===== config.mk =====
export PLATFORM = sky130hd
export DESIGN_NAME = seg_repeater
export DESIGN_NICKNAME = d
export VERILOG_FILES = /design/src/rtl/seg_repeater_pkg.sv /design/src/rtl/seg_repeater_decode.sv /design/src/rtl/seg_repeater_lane.sv /design/src/rtl/seg_repeater.sv
export SDC_FILE = /design/constraint.sdc
export NUM_CORES = 1
export LEC_CHECK = 0
export BUFFER_PORTS_ARGS = -buffer_cell sky130_fd_sc_hd__buf_2
export CORE_MARGIN = 8
export CORE_UTILIZATION = 40
export CTS_CLUSTER_DIAMETER = 150
export DETAILED_ROUTE_END_ITERATION = 10
export GPL_TIMING_DRIVEN = 0
export HOLD_SLACK_MARGIN = 0.02
export PLACE_DENSITY = 0.77
export RECOVER_POWER = 100
export SETUP_SLACK_MARGIN = 0.2
export SLEW_MARGIN = 15
export SYNTH_ARGS = -nofsm -noshare
export SYNTH_HDL_FRONTEND = slang
export SYNTH_HIERARCHICAL = 1
export SYNTH_SLANG_ARGS = --single-unit
export TNS_END_PERCENT = 100

===== constraint.sdc =====
create_clock -name clk -period 5.5 [get_ports clk]
set_clock_uncertainty 0.2 [all_clocks]
set_input_delay 0.55 -clock clk [delete_from_list [all_inputs] [get_ports clk]]
set_output_delay 0.55 -clock clk [all_outputs]
set_load 0.005 [all_outputs]

===== src/rtl/seg_repeater_pkg.sv =====
package seg_repeater_pkg;

    localparam int NSEG      = 4;
    localparam int CODE_W    = 5;
    localparam int LAST_CODE = 20;

    typedef logic [1:0] seg_idx_t;

    typedef struct packed {
        seg_idx_t          src;
        logic [NSEG-1:0]   dmask;
    } route_t;

    typedef enum logic [1:0] {
        GRP_NONE,
        GRP_SINGLE,
        GRP_SIDE,
        GRP_ALL
    } fn_group_t;

    function automatic fn_group_t group_of(logic [CODE_W-1:0] code);
        if (code == 0 || int'(code) > LAST_CODE) return GRP_NONE;
        else if (code <= 5'd12)                  return GRP_SINGLE;
        else if (code <= 5'd16)                  return GRP_SIDE;
        else                                     return GRP_ALL;
    endfunction

    function automatic logic [NSEG-1:0] onehot(seg_idx_t i);
        return NSEG'(1) << i;
    endfunction

    function automatic route_t decode(logic [CODE_W-1:0] code,
                                      logic pmode, logic pdir, bit pass_ok);
        route_t        r;
        logic [4:0]    k;
        seg_idx_t      s;
        seg_idx_t      j;
        r.src   = '0;
        r.dmask = '0;
        k       = '0;
        s       = '0;
        j       = '0;
        if (pass_ok && pmode) begin
            r.src   = pdir ? seg_idx_t'(2) : seg_idx_t'(0);
            r.dmask = pdir ? onehot(2'd0) : onehot(2'd2);
        end else begin
            unique case (group_of(code))
                GRP_SINGLE: begin
                    k     = code - 5'd1;
                    s     = seg_idx_t'(k / 5'd3);
                    j     = seg_idx_t'(k % 5'd3);
                    r.src = s;
                    r.dmask = onehot((j < s) ? j : j + 2'd1);
                end
                GRP_SIDE: begin
                    k       = code - 5'd13;
                    r.src   = seg_idx_t'(k);
                    r.dmask = k[1] ? 4'b0011 : 4'b1100;
                end
                GRP_ALL: begin
                    k       = code - 5'd17;
                    r.src   = seg_idx_t'(k);
                    r.dmask = ~onehot(seg_idx_t'(k));
                end
                default: begin
                    r.src   = '0;
                    r.dmask = '0;
                end
            endcase
        end
        return r;
    endfunction

endpackage


===== src/rtl/seg_repeater_decode.sv =====
module seg_repeater_decode
    import seg_repeater_pkg::*;
#(
    parameter bit BIDIR_EN = 1'b1
) (
    input  logic [CODE_W-1:0] fn_code,
    input  logic              pass_mode,
    input  logic              pass_dir,
    output route_t            route
);
    always_comb begin
        route = decode(fn_code, pass_mode, pass_dir, BIDIR_EN);
    end
endmodule


===== src/rtl/seg_repeater_lane.sv =====
module seg_repeater_lane #(
    parameter int W = 8
) (
    input  logic         clk,
    input  logic         rst,
    input  logic         drive,
    input  logic [W-1:0] src_val,
    output logic [W-1:0] out_q,
    output logic         oe_q
);
    always_ff @(posedge clk) begin
        if (rst) begin
            out_q <= '0;
            oe_q  <= 1'b0;
        end else begin
            out_q <= drive ? src_val : '0;
            oe_q  <= drive;
        end
    end
endmodule


===== src/rtl/seg_repeater.sv =====
module seg_repeater
    import seg_repeater_pkg::*;
#(
    parameter int W        = 8,
    parameter bit BIDIR_EN = 1'b1
) (
    input  logic                clk,
    input  logic                rst,
    input  logic [CODE_W-1:0]   fn_code,
    input  logic                pass_mode,
    input  logic                pass_dir,
    input  logic [NSEG*W-1:0]   seg_in,
    output logic [NSEG*W-1:0]   seg_out,
    output logic [NSEG-1:0]     seg_oe
);
    route_t       route;
    logic [W-1:0] seg_arr [NSEG];
    logic [W-1:0] src_val;

    seg_repeater_decode #(.BIDIR_EN(BIDIR_EN)) u_dec (
        .fn_code   (fn_code),
        .pass_mode (pass_mode),
        .pass_dir  (pass_dir),
        .route     (route)
    );

    always_comb begin
        for (int i = 0; i < NSEG; i++) seg_arr[i] = seg_in[i*W +: W];
        src_val = seg_arr[route.src];
    end

    for (genvar g = 0; g < NSEG; g++) begin : g_lane
        seg_repeater_lane #(.W(W)) u_lane (
            .clk     (clk),
            .rst     (rst),
            .drive   (route.dmask[g]),
            .src_val (src_val),
            .out_q   (seg_out[g*W +: W]),
            .oe_q    (seg_oe[g])
        );
    end
endmodule


==> results.md, run 1 <==
- Die X: 89.3 µm
- Vias per cell: 5.34
- Non-Filler Instances: 395
- Crit-path most repeated cell: ha_4
- Gr usage total: 16.0%
- HP Class: in -> reg
- Maximum VDD drop: 0.000122 V
- Crit path max fanout: 6
- DP Worst Slack: -0.485 ns
- Overall Power: 0.818 mW
- Grt ovf: 0
- Post-synth EDFFs: 0
- Yosys cell types: 58
- Drt first-iter violations: 124
- Clock sink count: 36
- Top-area cell type share of the netlist area: 33.5%
- Starting Density: 41.8%
- Worst hold slack: 0.510 ns
- Lkg Pwr: 1.47 nW
- Internal Power: 0.537 mW
- CTS tree: done
- First-pass GRT wire length: 10.0 mm
- Outcome: finished clean
- Largest cells by area after synthesis: dfxtp_1 34%, and3b_1 13%, mux4_2 8.4%
- DR DRC count: 0
- Async SR Flop Fraction: 0%
- Initial antenna violation count: 0
- Seq pwr share: 34.0%
- IO Pins: 77
- Synth cell count leaders: 36 x dfxtp_1, 32 x and3b_1, 12 x nor2_1, 11 x ha_1
- CTS Buf Count: 5
- Sw frac: 34.4%
- Biggest area consumer among synthesized cells: dfxtp_1
- Synth Cell Area: 2150 µm²
- Largest net degree at the start of global routing: 37
- Clock tree buffer depth: 2
- Rel. slew slack: 23.7%
- Via count: 2109
- FF/Latch Area: 721 µm²
- Period utilization: 98.4%
- Post-Syn Instances: 214
- Slew @ Worst Pin: 1.14 ns
- Slowest stage delay, CP: 0.41 ns
- Number of buffers inserted by port buffering: 76
- Layout net count: 377
- Layout overhead on the synthesized area: 46.6%
- Hpwl dp: 4.38 mm
- Count leader, synth: dfxtp_1
- Startpoint types: primary input
- CP Data Required Time: 5.47 ns
- Core Region: 5140 µm²
- Cells after DPL: 360
- H-tree depth: 2
- Clock network power share: 20.1%
- DR pass1 iterations: 4
- Row cnt: 26
- Yosys warns: 6
- Syn Area/Cell: 10.1 µm²
- Die height: 89.3 µm
- CTS clk-pin slew, worst paths: 0.06 ns
- WL/cell: 17.4 µm
- RSZ-0062 raised after global routing: true
- #FFs+latches synth: 36
- P_sw: 0.281 mW
- WL final: 6.89 mm
- Setup TNS: 0 ns
- Net Count, Synth: 266
- # fillers: 442
- Critical-path top delay cell: or3_4
- GPL Wtd Cong: 0.802
- Layout Utilization: 61.3%
- Main synth FF type: dfxtp_1
- Layout cells sized above 1: 42.5%
- Combinational Power Share: 46.0%
- Seq/Total Area, Yosys: 33.5%
- Worst Path Class, Setup: in -> reg
- FMAX: 185 MHz
- Clock root cell: clkbuf_8
- Ant diodes: 0
- Design Area, Final: 3150 µm²
- DIE AREA: 7980 µm²
- Multi-input logic area: 1590 µm²
- Antenna viol nets, final: 0
- Final setup violation count: 0
- Hold Fails Final Rpt: 0
- Fin. max-slew vios: 0
- Area after DPL: 2680 µm²
- Worst setup EP type: flop
- Max_cap viols: 0
- Number of global-route vias before repair: 2039
- Final worst setup slack: 0.0882 ns
- Pwr Density: 259 nW/µm²
- Worst Path Arrival: 5.38 ns
- Min Clock Period, post-route: 5.41 ns
[sequential cells by signal, indices dropped and copies added, names as in the netlist]
name,flops
g_lane.u_lane/oe_q,4
g_lane.u_lane/out_q,32
[routing by layer]
layer	vias to the layer above	global-route usage, %	part of all wire [%]
met5	-	0	0
met4	0	4.53	2.2
met3	12	3.49	7.4
met2	81	28.9	50
met1	996	18.5	41
li1	1020	-	-
[critical path, delay by kind of cell]
kind,cells,cell delay [ns]
AOI/OAI and AO/OA,5,0.77
adders and majority gates,4,0.77
xor gates and xnor gates,1,0.15
and+or+nand+nor,12,1.96
muxes,2,0.50
buffers and inverters,8,0.66
[final timing paths]
kind | start | endpoint | cells after the start
max | fn_code[0] | g_lane[1].u_lane/out_q[0] | 32
min | rst | g_lane[1].u_lane/oe_q | 2
[final cells by class]
cell class | instances | area share (%)
multi-input cells | 161 | 50.4
clock inverters | 1 | 0.159
flip-flops and latches | 36 | 22.9
repair buffers | 101 | 17.4
inverters | 12 | 1.98
plain buffers | 8 | 2.14
well taps | 70 | 2.78
clock buffers | 6 | 2.30
[power by group through the flow]
stage | combinational [mW] | sequential [mW] | clock, mW
after global placement | 0.233 | 0.283 | 0
final | 0.376 | 0.278 | 0.164
after CTS | 0.318 | 0.277 | 0.167
after global routing | 0.402 | 0.279 | 0.180
after detailed placement | 0.241 | 0.283 | 0
after floorplan | 0.172 | 0.286 | 0
[logic make-up (layout without fill, tap and decap cells)]
kind of cell               after synthesis  count (layout)  share of synthesized area [%]
AOI/OAI and AO/OA                       41              44                           13.5
xor gates and xnor gates                 4               4                           1.63
adders and majority gates               11              11                           6.40
buffers and inverters                   20             128                           5.00
DFF                                     36              36                           33.5
muxes                                   11              11                           10.8
and+or+nand+nor                         91              91                           29.1
[cell usage in the layout, fill, tap and decap left out, types with 5 or more instances in the layout]
master    Yosys  routed
buf_2         2      48
dfxtp_1      36      36
and3b_1      32      32
clkbuf_1      1      30
buf_4         1      25
nor2_1       12      11
mux4_2        8       8
nand2_1      10       8
inv_1        10       7
ha_1         11       7
clkbuf_8      0       5
o21ai_0       6       5
a21oi_1       6       5
[what timing repair did]
item	CTS	global route
hold buffers	0	0
pin swaps	17	20
gates cloned	2	1
buffers inserted	16	9
gates resized for setup	23	18
setup endpoints to repair	36	36
Power figures use the tool's default switching activity.
==> run 2, diff against run 1 <==
--- a/config.mk
+++ b/config.mk
@@ -5,14 +5,14 @@
 export SDC_FILE = /design/constraint.sdc
 export NUM_CORES = 1
 export LEC_CHECK = 0
-export BUFFER_PORTS_ARGS = -buffer_cell sky130_fd_sc_hd__buf_2
+export BUFFER_PORTS_ARGS = -buffer_cell sky130_fd_sc_hd__clkbuf_2
 export CORE_MARGIN = 8
 export CORE_UTILIZATION = 40
 export CTS_CLUSTER_DIAMETER = 150
 export DETAILED_ROUTE_END_ITERATION = 10
 export GPL_TIMING_DRIVEN = 0
 export HOLD_SLACK_MARGIN = 0.02
-export PLACE_DENSITY = 0.77
+export PLACE_DENSITY = 0.75
 export RECOVER_POWER = 100
 export SETUP_SLACK_MARGIN = 0.2
 export SLEW_MARGIN = 15
==> constraint.sdc (replaced) <==
create_clock -name clk -period 5.2 [get_ports clk]
set_clock_uncertainty 0.2 [all_clocks]
set_input_delay 0.52 -clock clk [delete_from_list [all_inputs] [get_ports clk]]
set_output_delay 0.52 -clock clk [all_outputs]
set_load 0.005 [all_outputs]
==> results.md, run 2 (synthesis results as in run 1) <==
- Outcome: finished, violations left
- Failing checks: setup timing
- RSZ-0062 raised after global routing: true
- Clock tree buffer depth: 2
- Worst hold slack: 0.541 ns
- Final worst setup slack: -0.164 ns
- Number of global-route vias before repair: 2074
- WL final: 6.90 mm
- Commonest non-fill, non-tap cell in the layout: clkbuf_2
- Hpwl dp: 4.66 mm
- Crit path max fanout: 5
- Hold path start: seg_in[31]
- Die X: 89.3 µm
- Overall Power: 0.885 mW
- Top Registers: g_lane.u_lane/out_q x32, g_lane.u_lane/oe_q x4
- Starting Density: 41.8%
- Startpoint types: primary input
- Initial antenna violation count: 0
- CTS hold repair buffers: 0
- Final setup violation count: 25
- DR DRC count: 0
- Number of buffers inserted by port buffering: 76
- Via count: 2108
- Combinational Power Share: 44.9%
- DR pass1 iterations: 4
- Core Region: 5140 µm²
- Clock sink count: 36
- Hold Fails Final Rpt: 0
- Critical-path top delay cell: or3_4
- Clock root cell: clkbuf_8
- CTS clk-pin slew, worst paths: 0.06 ns
- GPL Wtd Cong: 0.839
- Pwr Density: 277 nW/µm²
- Worst setup EP type: flop
- Lkg Pwr: 1.52 nW
- Hold endpoint: g_lane[0].u_lane/out_q[7]
- Row cnt: 26
- Period utilization: 103%
- WL/cell: 17.3 µm
- Clock network power share: 21.9%
- Worst Path Arrival: 5.33 ns
- WHS Path Cells: 3
- Antenna viol nets, final: 0
- Maximum VDD drop: 0.000118 V
- IO Pins: 77
- CP Data Required Time: 5.17 ns
- First-pass GRT wire length: 10.2 mm
- Slew @ Worst Pin: 1.11 ns
- Min Clock Period, post-route: 5.36 ns
- Slowest stage delay, CP: 0.40 ns
- Seq pwr share: 33.2%
- Largest net degree at the start of global routing: 37
- Layout Utilization: 62.3%
- Layout overhead on the synthesized area: 48.8%
- Fin. max-slew vios: 0
- Commonest non-fill, non-tap cells in the layout: 48 x clkbuf_2, 36 x dfxtp_1, 32 x and3b_1
- Rel. slew slack: 25.7%
- Sw frac: 33.3%
- Number of flip-flops in the largest register: 32
- Die height: 89.3 µm
- Max_cap viols: 0
- P_sw: 0.295 mW
- CTS tree: done
- HP Class: in -> reg
- Drt first-iter violations: 100
- Most flop-heavy register: g_lane.u_lane/out_q
- H-tree depth: 2
- Layout cells sized above 1: 43.2%
- Vias per cell: 5.28
- Ant diodes: 0
- DIE AREA: 7980 µm²
- Grt ovf: 0
- Layout net count: 380
- FMAX: 186 MHz
- CTS Buf Count: 5
- Worst Path Class, Setup: in -> reg
- Gr usage total: 16.6%
- Internal Power: 0.591 mW
run 2: cell types whose count changed in the layout (fill, tap and decap cells not counted), moves of 2 or more:
cell,delta
buf_6,+2
buf_8,-2
buf_2,-46
clkbuf_2,+47
buf_4,+2
run 2: per-stage QoR:
| stage | instances | setup TNS (ns) | instance area (µm²) | worst slack, ns |
|---|---|---|---|---|
| 6_report | 399 | -2.59 | 3200 | -0.164 |
| 5_1_grt | 399 | -8.19 | 3200 | -0.312 |
| 4_1_cts | 392 | 0 | 3100 | 0.0205 |
| 3_5_place_dp | 360 | -23.66 | 2740 | -0.673 |
| 3_3_place_gp | 360 | -20.74 | 2740 | -0.599 |
| 2_1_floorplan | 214 | -0.558 | 2270 | -0.0336 |
run 2: repair_timing:
action | in CTS | in global routing
setup endpoints to repair | 36 | 36
gates cloned | 1 | 1
pin swaps | 26 | 15
resized for setup | 17 | 13
buffers inserted | 23 | 6
run 2: routing by layer:
metal | GRT usage [%] | vias up | routed length (µm)
met5 | 0 | - | 0
met4 | 5.29 | 0 | 70
met2 | 28.9 | 77 | 3540
met3 | 3.95 | 4 | 529
met1 | 19.4 | 1007 | 2760
li1 | - | 1020 | -
run 2: power groups by stage:
stage | combinational [mW] | sequential [mW] | clock (mW)
after floorplan | 0.202 | 0.302 | 0
after global placement | 0.272 | 0.300 | 0
after detailed placement | 0.280 | 0.300 | 0
after CTS | 0.344 | 0.294 | 0.198
after global routing | 0.424 | 0.295 | 0.216
final | 0.397 | 0.294 | 0.194
run 2: final cells by class:
| cell class | count | area (µm²) |
|---|---|---|
| buffer | 8 | 72.6 |
| clock buffer | 8 | 90.1 |
| fill | 442 | 1940 |
| inverter | 12 | 60.1 |
| multi-input combinational | 160 | 1570 |
| sequential | 36 | 721 |
| tap | 70 | 87.6 |
| timing repair buffer | 105 | 598 |
run 2: worst max-delay path by stage:
stage                from                        end  slack, ns  cells after the start
3_3_place_gp   fn_code[0]  g_lane[1].u_lane/out_q[4]      -0.60                     31
2_1_floorplan  fn_code[0]  g_lane[1].u_lane/out_q[0]      -0.03                     30
5_1_grt        fn_code[0]  g_lane[1].u_lane/out_q[4]      -0.31                     32
3_5_place_dp   fn_code[0]  g_lane[3].u_lane/out_q[0]      -0.67                     31
4_1_cts        fn_code[0]  g_lane[3].u_lane/out_q[0]       0.02                     29
6_report       fn_code[0]  g_lane[1].u_lane/out_q[4]      -0.16                     29
run 2: worst max-delay path, delay by kind of cell:
kind,cells,cell delay [ns]
XOR/XNOR,1,0.13
buffers and inverters,8,0.79
adder cells (fa/ha/maj),3,0.61
multiplexers,2,0.54
AND/OR/NAND/NOR,10,1.86
AO/OA/AOI/OAI,5,0.88
